===== src/rtl/i2cq_pkg.sv =====
`timescale 1ns/1ps
package i2cq_pkg;

    localparam int BYTE_W = 8;
    localparam int ADDR_W = 7;
    localparam int NUM_FLAGS = 3;

    localparam int FLAG_START  = 0;
    localparam int FLAG_TXDONE = 1;
    localparam int FLAG_TMO    = 2;

    typedef enum logic [3:0] {
        ST_IDLE,
        ST_ADDR,
        ST_ADDR_ACK,
        ST_RX,
        ST_RX_HOLD,
        ST_RX_ACK,
        ST_TX,
        ST_TX_ACK,
        ST_IGNORE
    } eng_state_t;

    typedef struct packed {
        logic scl;
        logic sda;
        logic scl_rise;
        logic scl_fall;
        logic start;
        logic stop;
    } line_ev_t;

    function automatic logic [BYTE_W-1:0] shift_in(input logic [BYTE_W-1:0] v, input logic b);
        return {v[BYTE_W-2:0], b};
    endfunction

endpackage


===== src/rtl/i2cq_line_cond.sv =====
`timescale 1ns/1ps
module i2cq_line_cond
    import i2cq_pkg::*;
#(
    parameter int FILT_LEN = 3
) (
    input  logic     clk,
    input  logic     rst,
    input  logic     scl_in,
    input  logic     sda_in,
    output line_ev_t ev
);
    localparam int SYNC_LEN = 2;

    logic [SYNC_LEN-1:0] scl_s, sda_s;
    logic [FILT_LEN-1:0] scl_h, sda_h;
    logic scl_f, sda_f, scl_p, sda_p;

    always_ff @(posedge clk) begin
        if (rst) begin
            scl_s <= '1;
            sda_s <= '1;
            scl_h <= '1;
            sda_h <= '1;
            scl_f <= 1'b1;
            sda_f <= 1'b1;
            scl_p <= 1'b1;
            sda_p <= 1'b1;
        end else begin
            scl_s <= {scl_s[SYNC_LEN-2:0], scl_in};
            sda_s <= {sda_s[SYNC_LEN-2:0], sda_in};
            scl_h <= {scl_h[FILT_LEN-2:0], scl_s[SYNC_LEN-1]};
            sda_h <= {sda_h[FILT_LEN-2:0], sda_s[SYNC_LEN-1]};
            // a level is accepted only after FILT_LEN equal samples
            if (&scl_h)       scl_f <= 1'b1;
            else if (~|scl_h) scl_f <= 1'b0;
            if (&sda_h)       sda_f <= 1'b1;
            else if (~|sda_h) sda_f <= 1'b0;
            scl_p <= scl_f;
            sda_p <= sda_f;
        end
    end

    always_comb begin
        ev.scl      = scl_f;
        ev.sda      = sda_f;
        ev.scl_rise = scl_f & ~scl_p;
        ev.scl_fall = ~scl_f & scl_p;
        ev.start    = scl_f & scl_p & sda_p & ~sda_f;
        ev.stop     = scl_f & scl_p & ~sda_p & sda_f;
    end

endmodule


===== src/rtl/i2cq_addr_match.sv =====
`timescale 1ns/1ps
module i2cq_addr_match #(
    parameter int NUM_ADDR = 4,
    parameter int ADDR_W   = 7
) (
    input  logic [NUM_ADDR-1:0][ADDR_W-1:0] slave_addr,
    input  logic [NUM_ADDR-1:0]             addr_en,
    input  logic [ADDR_W-1:0]               rx_addr,
    output logic [NUM_ADDR-1:0]             hit_onehot
);
    logic [NUM_ADDR-1:0] raw_hit;

    genvar g;
    generate
        for (g = 0; g < NUM_ADDR; g++) begin : g_cmp
            assign raw_hit[g] = addr_en[g] && (slave_addr[g] == rx_addr);
        end
    endgenerate

    // lowest entry wins when several enabled entries carry the same address
    always_comb begin
        hit_onehot = '0;
        for (int i = NUM_ADDR - 1; i >= 0; i--) begin
            if (raw_hit[i]) begin
                hit_onehot    = '0;
                hit_onehot[i] = 1'b1;
            end
        end
    end

endmodule


===== src/rtl/i2cq_bus_timeout.sv =====
`timescale 1ns/1ps
module i2cq_bus_timeout #(
    parameter int TO_W = 16
) (
    input  logic            clk,
    input  logic            rst,
    input  logic            active,
    input  logic            scl_high,
    input  logic [TO_W-1:0] limit,
    output logic            expire
);
    logic [TO_W-1:0] low_cnt;

    always_ff @(posedge clk) begin
        if (rst || !active || scl_high) begin
            low_cnt <= '0;
        end else if (low_cnt != limit) begin
            low_cnt <= low_cnt + 1'b1;
        end
    end

    assign expire = active && !scl_high && (limit != '0) && (low_cnt == limit);

    // an expiry always ends the transaction it was counting
    a_r9_expire_ends_txn: assert property (@(posedge clk) disable iff (rst)
        expire |=> !active);

endmodule


===== src/rtl/i2cq_byte_engine.sv =====
`timescale 1ns/1ps
module i2cq_byte_engine
    import i2cq_pkg::*;
#(
    parameter int NUM_ADDR = 4
) (
    input  logic                clk,
    input  logic                rst,
    input  line_ev_t            ev,
    input  logic                expire,
    input  logic [NUM_ADDR-1:0] hit,
    input  logic [BYTE_W-1:0]   tx_data,
    input  logic                tx_load,
    input  logic                rx_read,
    output logic [ADDR_W-1:0]   addr_field,
    output logic                scl_low,
    output logic                sda_low,
    output logic [BYTE_W-1:0]   rx_data,
    output logic                rx_valid,
    output logic [NUM_ADDR-1:0] match_code,
    output logic                busy,
    output logic                bus_active,
    output logic                tx_done_p
);
    localparam int CNT_W = $clog2(BYTE_W + 1);
    localparam logic [CNT_W-1:0] LAST_BIT = CNT_W'(BYTE_W);

    eng_state_t           st;
    logic [CNT_W-1:0]     bitn;
    logic [BYTE_W-1:0]    shreg;
    logic [BYTE_W-1:0]    txbuf;
    logic [BYTE_W-2:0]    txsh;
    logic                 rw;
    logic                 ackbit;

    assign addr_field = shreg[BYTE_W-1:1];
    assign busy       = (st != ST_IDLE) && (st != ST_IGNORE);

    always_ff @(posedge clk) begin
        if (rst) begin
            st         <= ST_IDLE;
            bitn       <= '0;
            shreg      <= '0;
            txbuf      <= '0;
            txsh       <= '0;
            rw         <= 1'b0;
            ackbit     <= 1'b1;
            scl_low    <= 1'b0;
            sda_low    <= 1'b0;
            rx_data    <= '0;
            rx_valid   <= 1'b0;
            match_code <= '0;
            bus_active <= 1'b0;
            tx_done_p  <= 1'b0;
        end else begin
            tx_done_p <= 1'b0;
            if (tx_load) txbuf <= tx_data;
            if (rx_read) rx_valid <= 1'b0;

            if (expire) begin
                st         <= ST_IDLE;
                scl_low    <= 1'b0;
                sda_low    <= 1'b0;
                bus_active <= 1'b0;
                match_code <= '0;
            end else if (ev.start) begin
                st         <= ST_ADDR;
                bitn       <= '0;
                scl_low    <= 1'b0;
                sda_low    <= 1'b0;
                bus_active <= 1'b1;
            end else if (ev.stop) begin
                st         <= ST_IDLE;
                scl_low    <= 1'b0;
                sda_low    <= 1'b0;
                bus_active <= 1'b0;
                match_code <= '0;
            end else begin
                unique case (st)
                    ST_ADDR, ST_RX: begin
                        if (ev.scl_rise) begin
                            shreg <= shift_in(shreg, ev.sda);
                            bitn  <= bitn + 1'b1;
                        end else if (ev.scl_fall && bitn == LAST_BIT) begin
                            if (st == ST_ADDR) begin
                                if (|hit) begin
                                    match_code <= hit;
                                    rw         <= shreg[0];
                                    sda_low    <= 1'b1;
                                    st         <= ST_ADDR_ACK;
                                end else begin
                                    match_code <= '0;
                                    st         <= ST_IGNORE;
                                end
                            end else begin
                                st <= ST_RX_HOLD;
                            end
                        end
                    end
                    ST_ADDR_ACK: begin
                        if (ev.scl_fall) begin
                            bitn <= '0;
                            if (rw) begin
                                sda_low <= ~txbuf[BYTE_W-1];
                                txsh    <= txbuf[BYTE_W-2:0];
                                st      <= ST_TX;
                            end else begin
                                sda_low <= 1'b0;
                                st      <= ST_RX;
                            end
                        end
                    end
                    ST_RX_HOLD: begin
                        if (!rx_valid || rx_read) begin
                            rx_data  <= shreg;
                            rx_valid <= 1'b1;
                            sda_low  <= 1'b1;
                            scl_low  <= 1'b0;
                            st       <= ST_RX_ACK;
                        end else if (!ev.scl) begin
                            scl_low <= 1'b1;
                        end
                    end
                    ST_RX_ACK: begin
                        if (ev.scl_fall) begin
                            sda_low <= 1'b0;
                            bitn    <= '0;
                            st      <= ST_RX;
                        end
                    end
                    ST_TX: begin
                        if (ev.scl_rise) begin
                            bitn <= bitn + 1'b1;
                        end else if (ev.scl_fall) begin
                            if (bitn == LAST_BIT) begin
                                sda_low   <= 1'b0;
                                tx_done_p <= 1'b1;
                                st        <= ST_TX_ACK;
                            end else begin
                                sda_low <= ~txsh[BYTE_W-2];
                                txsh    <= {txsh[BYTE_W-3:0], 1'b0};
                            end
                        end
                    end
                    ST_TX_ACK: begin
                        if (ev.scl_rise) begin
                            ackbit <= ev.sda;
                        end else if (ev.scl_fall) begin
                            if (!ackbit) begin
                                sda_low <= ~txbuf[BYTE_W-1];
                                txsh    <= txbuf[BYTE_W-2:0];
                                bitn    <= '0;
                                st      <= ST_TX;
                            end else begin
                                st <= ST_IGNORE;
                            end
                        end
                    end
                    default: ;
                endcase
            end
        end
    end

    // reported match is never more than one entry
    a_r3_code_onehot: assert property (@(posedge clk) disable iff (rst)
        $onehot0(match_code));

    // a START puts the target into a transaction on the next cycle
    a_r1_start_raises: assert property (@(posedge clk) disable iff (rst)
        ev.start |=> (busy && bus_active));

    // a STOP leaves nothing of the transaction behind
    a_r8_stop_clears: assert property (@(posedge clk) disable iff (rst)
        ev.stop |=> (!busy && !bus_active && match_code == '0));

    // a stretch ends only by acknowledging the byte or by abandoning the transfer
    a_r6_stretch_ends_ack: assert property (@(posedge clk) disable iff (rst)
        $fell(scl_low) |-> (sda_low || !busy));

    // a timeout frees both lines
    a_r9_timeout_release: assert property (@(posedge clk) disable iff (rst)
        expire |=> (!scl_low && !sda_low && !busy));

endmodule


===== src/rtl/i2c_quad_target.sv =====
`timescale 1ns/1ps
module i2c_quad_target
    import i2cq_pkg::*;
#(
    parameter int NUM_ADDR = 4,
    parameter int TO_W     = 16,
    parameter int FILT_LEN = 3
) (
    input  logic                            clk,
    input  logic                            rst,
    input  logic                            scl_in,
    input  logic                            sda_in,
    output logic                            scl_pull,
    output logic                            sda_pull,
    input  logic [NUM_ADDR-1:0][ADDR_W-1:0] slave_addr,
    input  logic [NUM_ADDR-1:0]             addr_en,
    input  logic [BYTE_W-1:0]               tx_data,
    input  logic                            tx_load,
    input  logic                            rx_read,
    output logic [BYTE_W-1:0]               rx_data,
    output logic                            rx_valid,
    output logic [NUM_ADDR-1:0]             match_code,
    output logic                            busy,
    output logic                            bus_active,
    input  logic [TO_W-1:0]                 timeout_limit,
    input  logic [NUM_FLAGS-1:0]            flag_clr,
    input  logic [NUM_FLAGS-1:0]            irq_en,
    output logic [NUM_FLAGS-1:0]            flags,
    output logic                            irq
);
    line_ev_t               ev;
    logic                   expire;
    logic                   tx_done_p;
    logic [NUM_ADDR-1:0]    hit;
    logic [ADDR_W-1:0]      addr_field;
    logic [NUM_FLAGS-1:0]   flag_set;

    i2cq_line_cond #(.FILT_LEN(FILT_LEN)) u_line (
        .clk    (clk),
        .rst    (rst),
        .scl_in (scl_in),
        .sda_in (sda_in),
        .ev     (ev)
    );

    i2cq_addr_match #(.NUM_ADDR(NUM_ADDR), .ADDR_W(ADDR_W)) u_match (
        .slave_addr (slave_addr),
        .addr_en    (addr_en),
        .rx_addr    (addr_field),
        .hit_onehot (hit)
    );

    i2cq_bus_timeout #(.TO_W(TO_W)) u_tmo (
        .clk      (clk),
        .rst      (rst),
        .active   (busy),
        .scl_high (ev.scl),
        .limit    (timeout_limit),
        .expire   (expire)
    );

    i2cq_byte_engine #(.NUM_ADDR(NUM_ADDR)) u_eng (
        .clk        (clk),
        .rst        (rst),
        .ev         (ev),
        .expire     (expire),
        .hit        (hit),
        .tx_data    (tx_data),
        .tx_load    (tx_load),
        .rx_read    (rx_read),
        .addr_field (addr_field),
        .scl_low    (scl_pull),
        .sda_low    (sda_pull),
        .rx_data    (rx_data),
        .rx_valid   (rx_valid),
        .match_code (match_code),
        .busy       (busy),
        .bus_active (bus_active),
        .tx_done_p  (tx_done_p)
    );

    always_comb begin
        flag_set              = '0;
        flag_set[FLAG_START]  = ev.start;
        flag_set[FLAG_TXDONE] = tx_done_p;
        flag_set[FLAG_TMO]    = expire;
    end

    always_ff @(posedge clk) begin
        if (rst) flags <= '0;
        else     flags <= (flags & ~flag_clr) | flag_set;
    end

    assign irq = |(flags & irq_en);

    // a flag survives until its own clear strobe
    a_r10_flag_sticky: assert property (@(posedge clk) disable iff (rst)
        (flags[FLAG_TMO] && !flag_clr[FLAG_TMO]) |=> flags[FLAG_TMO]);

endmodule


===== config.mk =====
export PLATFORM = sky130hd
export DESIGN_NAME = i2c_quad_target
export DESIGN_NICKNAME = d
export VERILOG_FILES = /design/src/rtl/i2cq_pkg.sv /design/src/rtl/i2cq_line_cond.sv /design/src/rtl/i2cq_addr_match.sv /design/src/rtl/i2cq_bus_timeout.sv /design/src/rtl/i2cq_byte_engine.sv /design/src/rtl/i2c_quad_target.sv
export SDC_FILE = /design/constraint.sdc
export NUM_CORES = 1
export LEC_CHECK = 0
export BUFFER_PORTS_ARGS = -buffer_cell sky130_fd_sc_hd__buf_2
export CORE_ASPECT_RATIO = 0.6
export CORE_UTILIZATION = 35
export DETAILED_ROUTE_END_ITERATION = 16
export GPL_TIMING_DRIVEN = 0
export HOLD_SLACK_MARGIN = 0.08
export SLEW_MARGIN = 10
export SYNTH_ARGS = -nofsm -noshare
export SYNTH_HDL_FRONTEND = slang
export SYNTH_SLANG_ARGS = --single-unit

===== constraint.sdc =====
create_clock -name clk -period 2 [get_ports clk]
set_input_delay 0.1 -clock clk [delete_from_list [all_inputs] [get_ports clk]]
set_output_delay 0.1 -clock clk [all_outputs]
set_load 0.1 [all_outputs]

==> impl_metrics.py, run 1 <==
metrics = {
    "critical_path": {
        "path_cells": "inv_2 > ha_2 > nand3b_1 > a21oi_2 > o211ai_1 > o211ai_1 > buf_4 > or3_4 > a21oi_2",
        "path_class": "register to register",
        "arrival_ns": 2.33,
        "cpMaxStageDelayCell": "or3_4",
        "slowest_delay_ns": 0.39,
        "start_kind": "register",
        "cp-end-kind": "register",
        "critPathBufInv": 2,
        "required_ns": 2.27,
        "path_max_fanout": 5,
        "path_delay_family": "compound AO/OA/AOI/OAI gates",
    },
    "clock_tree": {
        "cts_tree": "done",
        "clock-sinks": 83,
        "cts-root-buf": "clkbuf_16",
        "clock_path_buffers": 2,
        "path_clk_slew_ns": 0.06,
        "clk_latency_ns": 0.35,
        "cts-htree-levels": 3,
        "numCtsBuffers": 9,
    },
    "logic_synthesis": {
        "synth.cell_area_um2": 4420,
        "synth-seq-cells": 83,
        "synth_cell_types": 62,
        "syn_nets": 574,
        "avgSynthCellArea_um2": 8.80,
        "synth_flop_cell": "dfxtp_1",
        "synthArstFlopShare_pct": 0,
        "seq_area_frac_synth_pct": 37.6,
        "syn_inst": 503,
        "synth_edf_count": 0,
        "ys_warn_count": 0,
    },
    "route": {
        "drc": 0,
        "finalWirelength_mm": 12.5,
        "ant_nets": 0,
        "vias": 4101,
        "first_pass_iters": 6,
        "drt_iter0_markers": 324,
        "wl_per_cell_um": 15.7,
        "vias_per_cell": 5.14,
    },
    "floorplan": {
        "io_pins": 89,
        "placeableCoreArea_um2": 12200,
        "start_util_pct": 36.3,
        "fp.dieW_um": 147,
        "dieArea_um2": 13100,
        "dieHeight_um": 89.1,
        "fp-row-count": 31,
    },
    "outcome": {
        "violations": "negative setup slack",
        "outcome": "finished, violations left",
    },
    "timing": {
        "fmax_mhz": 485,
        "period_share_pct": 103,
        "fin_crit_ns": 2.06,
        "slew_viol_final": 0,
        "tns_ns": -0.210,
        "hold_violations": 0,
        "setup_viol": 7,
        "skew_ns": 0.00846,
        "rsz0062_at_grt": "true",
        "max-slew-margin-rel_pct": 54.9,
        "setup_ws_ns": -0.0618,
        "max_slew.worst_pin.slew_ns": 0.676,
    },
    "global_route": {
        "grt_pass1_vias": 3803,
        "grt_use_total_pct": 19.3,
        "grt_pass1_wl_mm": 19.4,
        "antenna_found_initial": 0,
        "grt_max_degree": 15,
        "grt-ovfl-total": 0,
    },
    "finish": {
        "area_delta_synth_final_pct": 33.3,
        "diodes": 0,
        "fin_nets": 700,
        "layout.filler_cells": 1185,
        "drive_above_1_share_pct": 34.6,
    },
    "power": {
        "total_power_mw": 3.56,
        "powerDensity_nw_per_um2": 603,
        "vdd.ir_drop.worst_mv": 0.368,
        "leakagePower_nw": 2.30,
    },
    "place": {
        "routabilityCongestion": 0.904,
        "dpl.hpwl_mm": 9.11,
        "io_buffers": 87,
    },
    "job": {
        "cap_violations": 0,
    },
    "worst_hold_path": {
        "worstHoldPathType": "input port to register",
    },
}
[final timing paths]
| path | cells past startpoint | endpoint | startpoint | slack (ns) |
|---|---|---|---|---|
| worst max-delay path | 9 | u_eng.txsh[4] | u_eng.bitn[0] | -0.06 |
| worst min-delay path | 3 | u_eng.rx_valid | rx_read | 0.10 |
| worst max register to register | 9 | u_eng.txsh[4] | u_eng.bitn[0] | -0.06 |
| worst min register to register | 1 | u_line.scl_h[0] | u_line.scl_s[1] | 0.41 |
[power by group]
part | internal (mW) | total (mW) | switching, mW
Clock | 0.964 | 1.66 | 0.692
Combinational | 0.123 | 0.230 | 0.107
Sequential | 1.66 | 1.67 | 0.00960
Total | 2.75 | 3.56 | 0.809
[worst register-to-register path, delay by kind of cell, from the launching register on]
kind / cells / cell delay [ns]
AO/OA/AOI/OAI: 4 / 0.67
adder cells (fa/ha/maj): 1 / 0.15
buffers and inverters: 2 / 0.26
flip-flops: 1 / 0.37
AND/OR/NAND/NOR: 2 / 0.54
[cell type report]
| type | instances | area (um^2) | share of cell area, % |
|---|---|---|---|
| multi-input cells | 373 | 2720 | 46.1 |
| flip-flops and latches | 83 | 1690 | 28.7 |
| repair buffers | 120 | 752 | 12.7 |
| clock buffers | 9 | 225 | 3.82 |
| well taps | 165 | 206 | 3.50 |
| plain buffers | 31 | 194 | 3.29 |
| clock inverters | 6 | 66.3 | 1.12 |
| inverters | 11 | 41.3 | 0.700 |
[kinds of logic (layout without fill, tap and decap cells)]
logic type | count (synthesis) | count (layout) | synth area share, %
flip-flops | 83 | 83 | 37.6
AO/OA/AOI/OAI | 79 | 79 | 12.2
buffers and inverters | 47 | 177 | 5.03
adder cells (fa/ha/maj) | 3 | 3 | 0.849
AND/OR/NAND/NOR | 198 | 198 | 25.0
multiplexers | 34 | 34 | 7.72
XOR/XNOR | 59 | 59 | 11.7
[Yosys cell counts (11+ instances only)]
cell type	number	area, um^2
dfxtp_1	83	1660
nor2_1	70	263
xnor2_1	41	359
mux2i_1	33	330
a21oi_1	24	120
nand2_1	20	75.1
buf_2	18	90.1
xor2_1	18	158
o21ai_0	17	85.1
or2_2	14	87.6
clkbuf_1	13	48.8
inv_1	11	41.3
nand4_1	11	68.8
nor3_1	11	55.1
[flip-flops by register name, indices dropped and copies added (netlist names), 2 cells and up]
signal / count
u_tmo.low_cnt: 16
u_eng.rx_data: 8
u_eng.shreg: 8
u_eng.txbuf: 8
u_eng.txsh: 7
u_eng.bitn: 4
u_eng.match_code: 4
u_eng.st: 4
flags: 3
u_line.scl_h: 3
u_line.sda_h: 3
u_line.scl_s: 2
u_line.sda_s: 2
[per-layer routing]
layer | vias up | part of all wire, % | global-route usage (%)
met5 | - | 0 | 0
met4 | 0 | 0.82 | 5.06
met3 | 13 | 6.7 | 5.46
met2 | 114 | 42 | 28.3
met1 | 1959 | 50 | 27.5
li1 | 2015 | - | -
[per-stage QoR]
step           hold WS [ns]  cell area, um^2  setup WS [ns]  utilization, %  std cells
3_3_place_gp          0.285             5070         -0.264            41.6        755
2_1_floorplan         0.204             4430         0.0665               -        503
3_5_place_dp          0.288             5070         -0.335            41.6        755
5_1_grt               0.159             5900         -0.125            48.4        798
6_report              0.104             5900        -0.0618            48.4        798
4_1_cts               0.103             5650         0.0110            46.4        791
[cell usage in the layout, fill, tap and decap left out, types with 15 or more instances in the layout]
master	netlist	routed
nor2_1	70	66
nand2_1	20	19
buf_4	2	21
mux2i_1	33	33
buf_2	18	96
o21ai_0	17	15
xnor2_1	41	41
a21oi_1	24	21
xor2_1	18	15
dfxtp_1	83	69
[timing repair]
item	CTS	global route
hold buffers	14	0
gates resized for setup	23	62
setup endpoints to repair	27	50
endpoints found under the hold margin	14	0
setup buffers	8	9
pin swaps	12	17
gates cloned	0	2
(Power assumes the default switching activity.)
==> run 2: changes to the inputs <==
--- a/config.mk
+++ b/config.mk
@@ -11,6 +11,7 @@
 export DETAILED_ROUTE_END_ITERATION = 16
 export GPL_TIMING_DRIVEN = 0
 export HOLD_SLACK_MARGIN = 0.08
+export SETUP_SLACK_MARGIN = 0.4
 export SLEW_MARGIN = 10
 export SYNTH_ARGS = -nofsm -noshare
 export SYNTH_HDL_FRONTEND = slang
==> impl_metrics.py, run 2 (synthesis results as in run 1) <==
metrics = {
    "outcome": {
        "outcome": "finished, violations left",
        "violations": "negative setup slack",
    },
    "clock_tree": {
        "cts-htree-levels": 3,
        "clock_path_buffers": 2,
        "clock-sinks": 83,
        "path_clk_slew_ns": 0.06,
        "cts_tree": "done",
        "numCtsBuffers": 9,
        "cts-root-buf": "clkbuf_16",
        "clk_latency_ns": 0.34,
    },
    "floorplan": {
        "dieArea_um2": 13100,
        "dieHeight_um": 89.1,
        "fp.dieW_um": 147,
        "placeableCoreArea_um2": 12200,
        "start_util_pct": 36.3,
        "fp-row-count": 31,
        "io_pins": 89,
    },
    "critical_path": {
        "arrival_ns": 2.24,
        "rr_worst_depth": 9,
        "path_class": "register to register",
        "path_max_fanout": 6,
        "reg2reg_slack_ns": -0.005,
        "slowest_delay_ns": 0.35,
        "cp.depth": 9,
        "cp-end-kind": "register",
        "cpMaxStageDelayCell": "dfxtp_2",
        "r2r-start": "u_tmo.low_cnt[11]",
        "critPathBufInv": 3,
        "startpoint": "u_tmo.low_cnt[11]",
        "required_ns": 2.23,
        "start_kind": "register",
        "path_cells": "xor2_2 > nor4_2 > buf_4 > nand4_4 > buf_12 > o21ai_4 > buf_6 > nor4b_2 > o21ba_2",
        "crit_end": "u_eng.txsh[0]",
        "worstReg2RegEnd": "u_eng.txsh[0]",
        "path_delay_family": "buffers and inverters",
    },
    "power": {
        "powerDensity_nw_per_um2": 528,
        "leakagePower_nw": 2.62,
        "vdd.ir_drop.worst_mv": 0.520,
    },
    "job": {
        "cap_violations": 0,
    },
    "global_route": {
        "grt-ovfl-total": 0,
        "grtUsageMet1_pct": 29.5,
        "antenna_found_initial": 0,
        "top_usage_layer": "met2",
        "use_met2_pct": 34.6,
        "grt_pass1_vias": 4265,
        "grt_use_total_pct": 21.8,
        "met3_usage_pct": 5.26,
        "grt_max_degree": 14,
        "grt_pass1_wl_mm": 22.0,
    },
    "route": {
        "vias_per_cell": 5.23,
        "wl_per_cell_um": 16.9,
        "ant_nets": 0,
        "vias": 4382,
        "finalWirelength_mm": 14.2,
        "drc": 0,
        "drt_iter0_markers": 333,
        "first_pass_iters": 5,
    },
    "timing": {
        "max_slew.worst_pin.slew_ns": 0.708,
        "period_share_pct": 100,
        "skew_ns": 0.00663,
        "max-slew-margin-rel_pct": 52.8,
        "hold_ws_ns": 0.123,
        "setup_ws_ns": -0.00531,
        "slew_viol_final": 0,
        "setup_viol": 1,
        "hold_violations": 0,
        "rsz0062_at_grt": "true",
        "fin_crit_ns": 2.01,
        "fmax_mhz": 499,
    },
    "place": {
        "io_buffers": 87,
        "dpl.hpwl_mm": 9.25,
        "placed_cells": 755,
        "routabilityCongestion": 0.915,
        "place_area_um2": 5230,
    },
    "finish": {
        "largest_reg_flops": 16,
        "multiInputGateArea_um2": 3170,
        "mostFrequentLayoutCells": "buf_2 (89), nor2_1 (62), dfxtp_1 (60), xnor2_1 (40), buf_4 (37)",
        "regMostFlops": "u_tmo.low_cnt",
        "design_area_um2": 6810,
        "drive_above_1_share_pct": 47.5,
        "fin_nets": 739,
        "layout.filler_cells": 1034,
        "area_delta_synth_final_pct": 53.9,
        "diodes": 0,
        "seq_area_um2": 1700,
        "layout_commonest_cell": "buf_2",
        "layout.cells.non_filler": 838,
    },
    "worst_hold_path": {
        "worstHoldPathType": "input port to register",
        "min_from": "rst",
    },
}
## run 2: how the worst min path moves through the flow
stage | depth (start not counted) | slack [ns] | end
floorplan | 1 | 0.20 | u_line.scl_s[0]
detailed placement | 2 | 0.29 | u_line.sda_s[0]
global placement | 2 | 0.29 | u_line.sda_s[0]
CTS | 2 | 0.11 | u_line.scl_p
global route | 2 | 0.11 | u_line.scl_p
finish | 2 | 0.12 | u_line.scl_p
## run 2: area by class of cell
type / count / share of cell area (%)
multi-input cells: 373 / 46.5
clock buffers: 11 / 3.57
inverters: 11 / 0.607
flip-flops and latches: 83 / 24.9
repair buffers: 154 / 16.3
plain buffers: 36 / 4.30
clock inverters: 5 / 0.772
well taps: 165 / 3.03
## run 2: repair_timing
action                     CTS  global route
pin swaps                   60            38
hold endpoints to repair    13             0
buffers inserted            40            11
resized for setup          110            63
setup endpoints to repair   59            56
cloned                       2             1
hold buffers                13             0
## run 2: layer usage
layer | up-vias | wire, um
met1 | 2136 | 6720
met2 | 153 | 6390
met4 | 0 | 189
li1 | 2072 | -
met5 | - | 0
met3 | 21 | 852
## run 2: through the flow
stage                     util, %  power [mW]  setup WS [ns]   TNS, ns
after detailed placement     42.9        1.92         -0.247     -4.18
after CTS                    53.0        3.62        0.00221         0
after global placement       42.9        1.91         -0.241     -3.56
after global routing         55.9        3.74        -0.0798    -0.984
after floorplan                 -        1.81          0.160         0
final                        55.9        3.59       -0.00531  -0.00531
## run 2: power breakdown
part / switching, mW / leakage, nW / internal (mW)
clock: 0.666 / 0.145 / 0.995
sequential: 0.00921 / 0.683 / 1.66
combinational: 0.124 / 1.80 / 0.135
total: 0.799 / 2.62 / 2.79
## run 2: worst reg2reg max path, delay by kind of cell, from the launching register on
kind / cells / cell delay [ns]
xor+xnor: 1 / 0.18
flops: 1 / 0.35
buf+inv: 3 / 0.51
compound gates: 2 / 0.43
simple gates: 3 / 0.42
==> run 3: changes to the inputs <==
--- a/config.mk
+++ b/config.mk
@@ -11,8 +11,10 @@
 export DETAILED_ROUTE_END_ITERATION = 16
 export GPL_TIMING_DRIVEN = 0
 export HOLD_SLACK_MARGIN = 0.08
+export PLACE_DENSITY_LB_ADDON = 0.12
 export SETUP_SLACK_MARGIN = 0.4
 export SLEW_MARGIN = 10
 export SYNTH_ARGS = -nofsm -noshare
 export SYNTH_HDL_FRONTEND = slang
 export SYNTH_SLANG_ARGS = --single-unit
+export TNS_END_PERCENT = 10
==> impl_metrics.py, run 3 (synthesis results as in run 1) <==
metrics = {
    "power": {
        "comb_power_share_pct": 6.7,
        "vdd.ir_drop.worst_mv": 0.392,
        "p_int_mw": 2.68,
        "powerDensity_nw_per_um2": 588,
        "switching_power_mw": 0.816,
        "clockPowerShare_pct": 45.3,
        "leakagePower_nw": 2.30,
        "p_seq_share_pct": 48.1,
        "swShare_pct": 23.4,
        "total_power_mw": 3.49,
    },
    "critical_path": {
        "startpoint": "u_tmo.low_cnt[15]",
        "r2r-start": "u_tmo.low_cnt[15]",
        "start_kind": "register",
        "critPathBufInv": 2,
        "slowest_delay_ns": 0.40,
        "cp-end-kind": "register",
        "arrival_ns": 2.24,
        "path_common_cell": "buf_4",
        "required_ns": 2.23,
        "path_cells": "xor2_2 > nor4_4 > nand4_4 > buf_4 > o21bai_4 > buf_4 > nor2_1 > o221a_1",
        "cpMaxStageDelayCell": "nor4_4",
        "path_class": "register to register",
        "path_max_fanout": 6,
        "path_delay_family": "simple AND/OR/NAND/NOR gates",
    },
    "floorplan": {
        "placeableCoreArea_um2": 12200,
        "io_pins": 89,
        "dieHeight_um": 89.1,
        "fp-row-count": 31,
        "dieArea_um2": 13100,
        "fp.dieW_um": 147,
        "start_util_pct": 36.3,
    },
    "timing": {
        "fmax_mhz": 496,
        "setup_ws_ns": -0.0146,
        "hold_violations": 0,
        "rsz0062_at_grt": "true",
        "fin_crit_ns": 2.01,
        "max-slew-margin-rel_pct": 52.5,
        "max_slew.worst_pin.slew_ns": 0.710,
        "slew_viol_final": 0,
        "setup_viol": 6,
        "skew_ns": 0.00662,
        "period_share_pct": 101,
    },
    "finish": {
        "regMostFlops": "u_tmo.low_cnt",
        "layout.cells.non_filler": 802,
        "drive_above_1_share_pct": 34.7,
        "mostFrequentLayoutCells": "buf_2 (93), dfxtp_1 (75), nor2_1 (68), xnor2_1 (41), mux2i_1 (32)",
        "largest_reg_flops": 16,
        "diodes": 0,
        "fin_nets": 703,
        "layout_commonest_cell": "buf_2",
        "area_delta_synth_final_pct": 34.3,
    },
    "clock_tree": {
        "path_clk_slew_ns": 0.06,
        "clk_latency_ns": 0.34,
        "numCtsBuffers": 9,
        "cts-htree-levels": 3,
        "cts_tree": "done",
        "clock-sinks": 83,
        "cts-root-buf": "clkbuf_16",
        "clock_path_buffers": 2,
    },
    "worst_hold_path": {
        "min_from": "rx_read",
        "worstHoldPathType": "input port to register",
    },
    "global_route": {
        "antenna_found_initial": 0,
        "grt_max_degree": 15,
        "grt-ovfl-total": 0,
        "grt_pass1_wl_mm": 19.4,
        "grt_use_total_pct": 19.3,
        "grt_pass1_vias": 3742,
    },
    "place": {
        "dpl.hpwl_mm": 9.19,
        "io_buffers": 87,
        "placed_cells": 755,
        "routabilityCongestion": 0.936,
    },
    "route": {
        "drt_iter0_markers": 306,
        "finalWirelength_mm": 12.3,
        "drc": 0,
        "wl_per_cell_um": 15.3,
        "ant_nets": 0,
        "vias": 4058,
        "vias_per_cell": 5.06,
        "first_pass_iters": 5,
    },
    "outcome": {
        "outcome": "finished, violations left",
        "violations": "negative setup slack",
    },
    "job": {
        "cap_violations": 0,
    },
}
-- run 3: worst reg2reg max path, delay by kind of cell (launching register included) --
family / cells / cell delay (ns)
AOI/OAI and AO/OA: 2 / 0.27
xor gates and xnor gates: 1 / 0.21
buffers and inverters: 2 / 0.36
and+or+nand+nor: 3 / 0.70
DFF: 1 / 0.36
-- run 3: path summary, 6_finish.rpt --
check | to | slack [ns] | depth (start not counted)
max | u_eng.st[3] | -0.01 | 8
min reg2reg | u_line.sda_s[1] | 0.41 | 1
min | u_eng.rx_valid | 0.11 | 3
max reg2reg | u_eng.st[3] | -0.01 | 8
-- run 3: power by group through the flow --
stage	combinational, mW	sequential, mW	clock, mW
detailed placement	0.200	1.71	0
finish	0.233	1.68	1.58
floorplan	0.100	1.71	0
global placement	0.195	1.71	0
global route	0.255	1.68	1.70
CTS	0.229	1.68	1.61
-- run 3: per-layer routing --
layer  GRT usage, %  share of wire (%)
met2           26.2                 40
met1           29.7                 54
met5              0                  0
met4           4.87               0.80
met3           4.80                5.3
-- run 3: repair_timing --
item                       in CTS  in global routing
gates cloned                    1                  0
gates resized for setup        38                 43
hold buffers                   14                  0
pin swaps                      25                 28
setup endpoints to repair      59                 59
setup buffers                  11                  5
hold endpoints to repair       14                  0
-- run 3: area by class of cell --
cell class,instances,area (um^2)
Clock inverter,5,36.3
Tap cell,165,206
Multi-Input combinational cell,373,2760
Timing Repair Buffer,118,723
Clock buffer,11,243
Inverter,11,41.3
Fill cell,1199,6240
Sequential cell,83,1670
Buffer,36,254
-- run 3: stage by stage --
step / utilization [%] / TNS, ns / cell area (um^2) / hold WS (ns) / setup slack [ns]
6_report: 48.8 / -0.0605 / 5940 / 0.111 / -0.0146
2_1_floorplan: - / 0 / 4460 / 0.204 / 0.159
4_1_cts: 47.3 / -0.624 / 5770 / 0.112 / -0.0761
5_1_grt: 48.8 / -1.80 / 5940 / 0.109 / -0.109
3_5_place_dp: 41.9 / -3.62 / 5100 / 0.286 / -0.228
3_3_place_gp: 41.9 / -3.26 / 5100 / 0.281 / -0.237
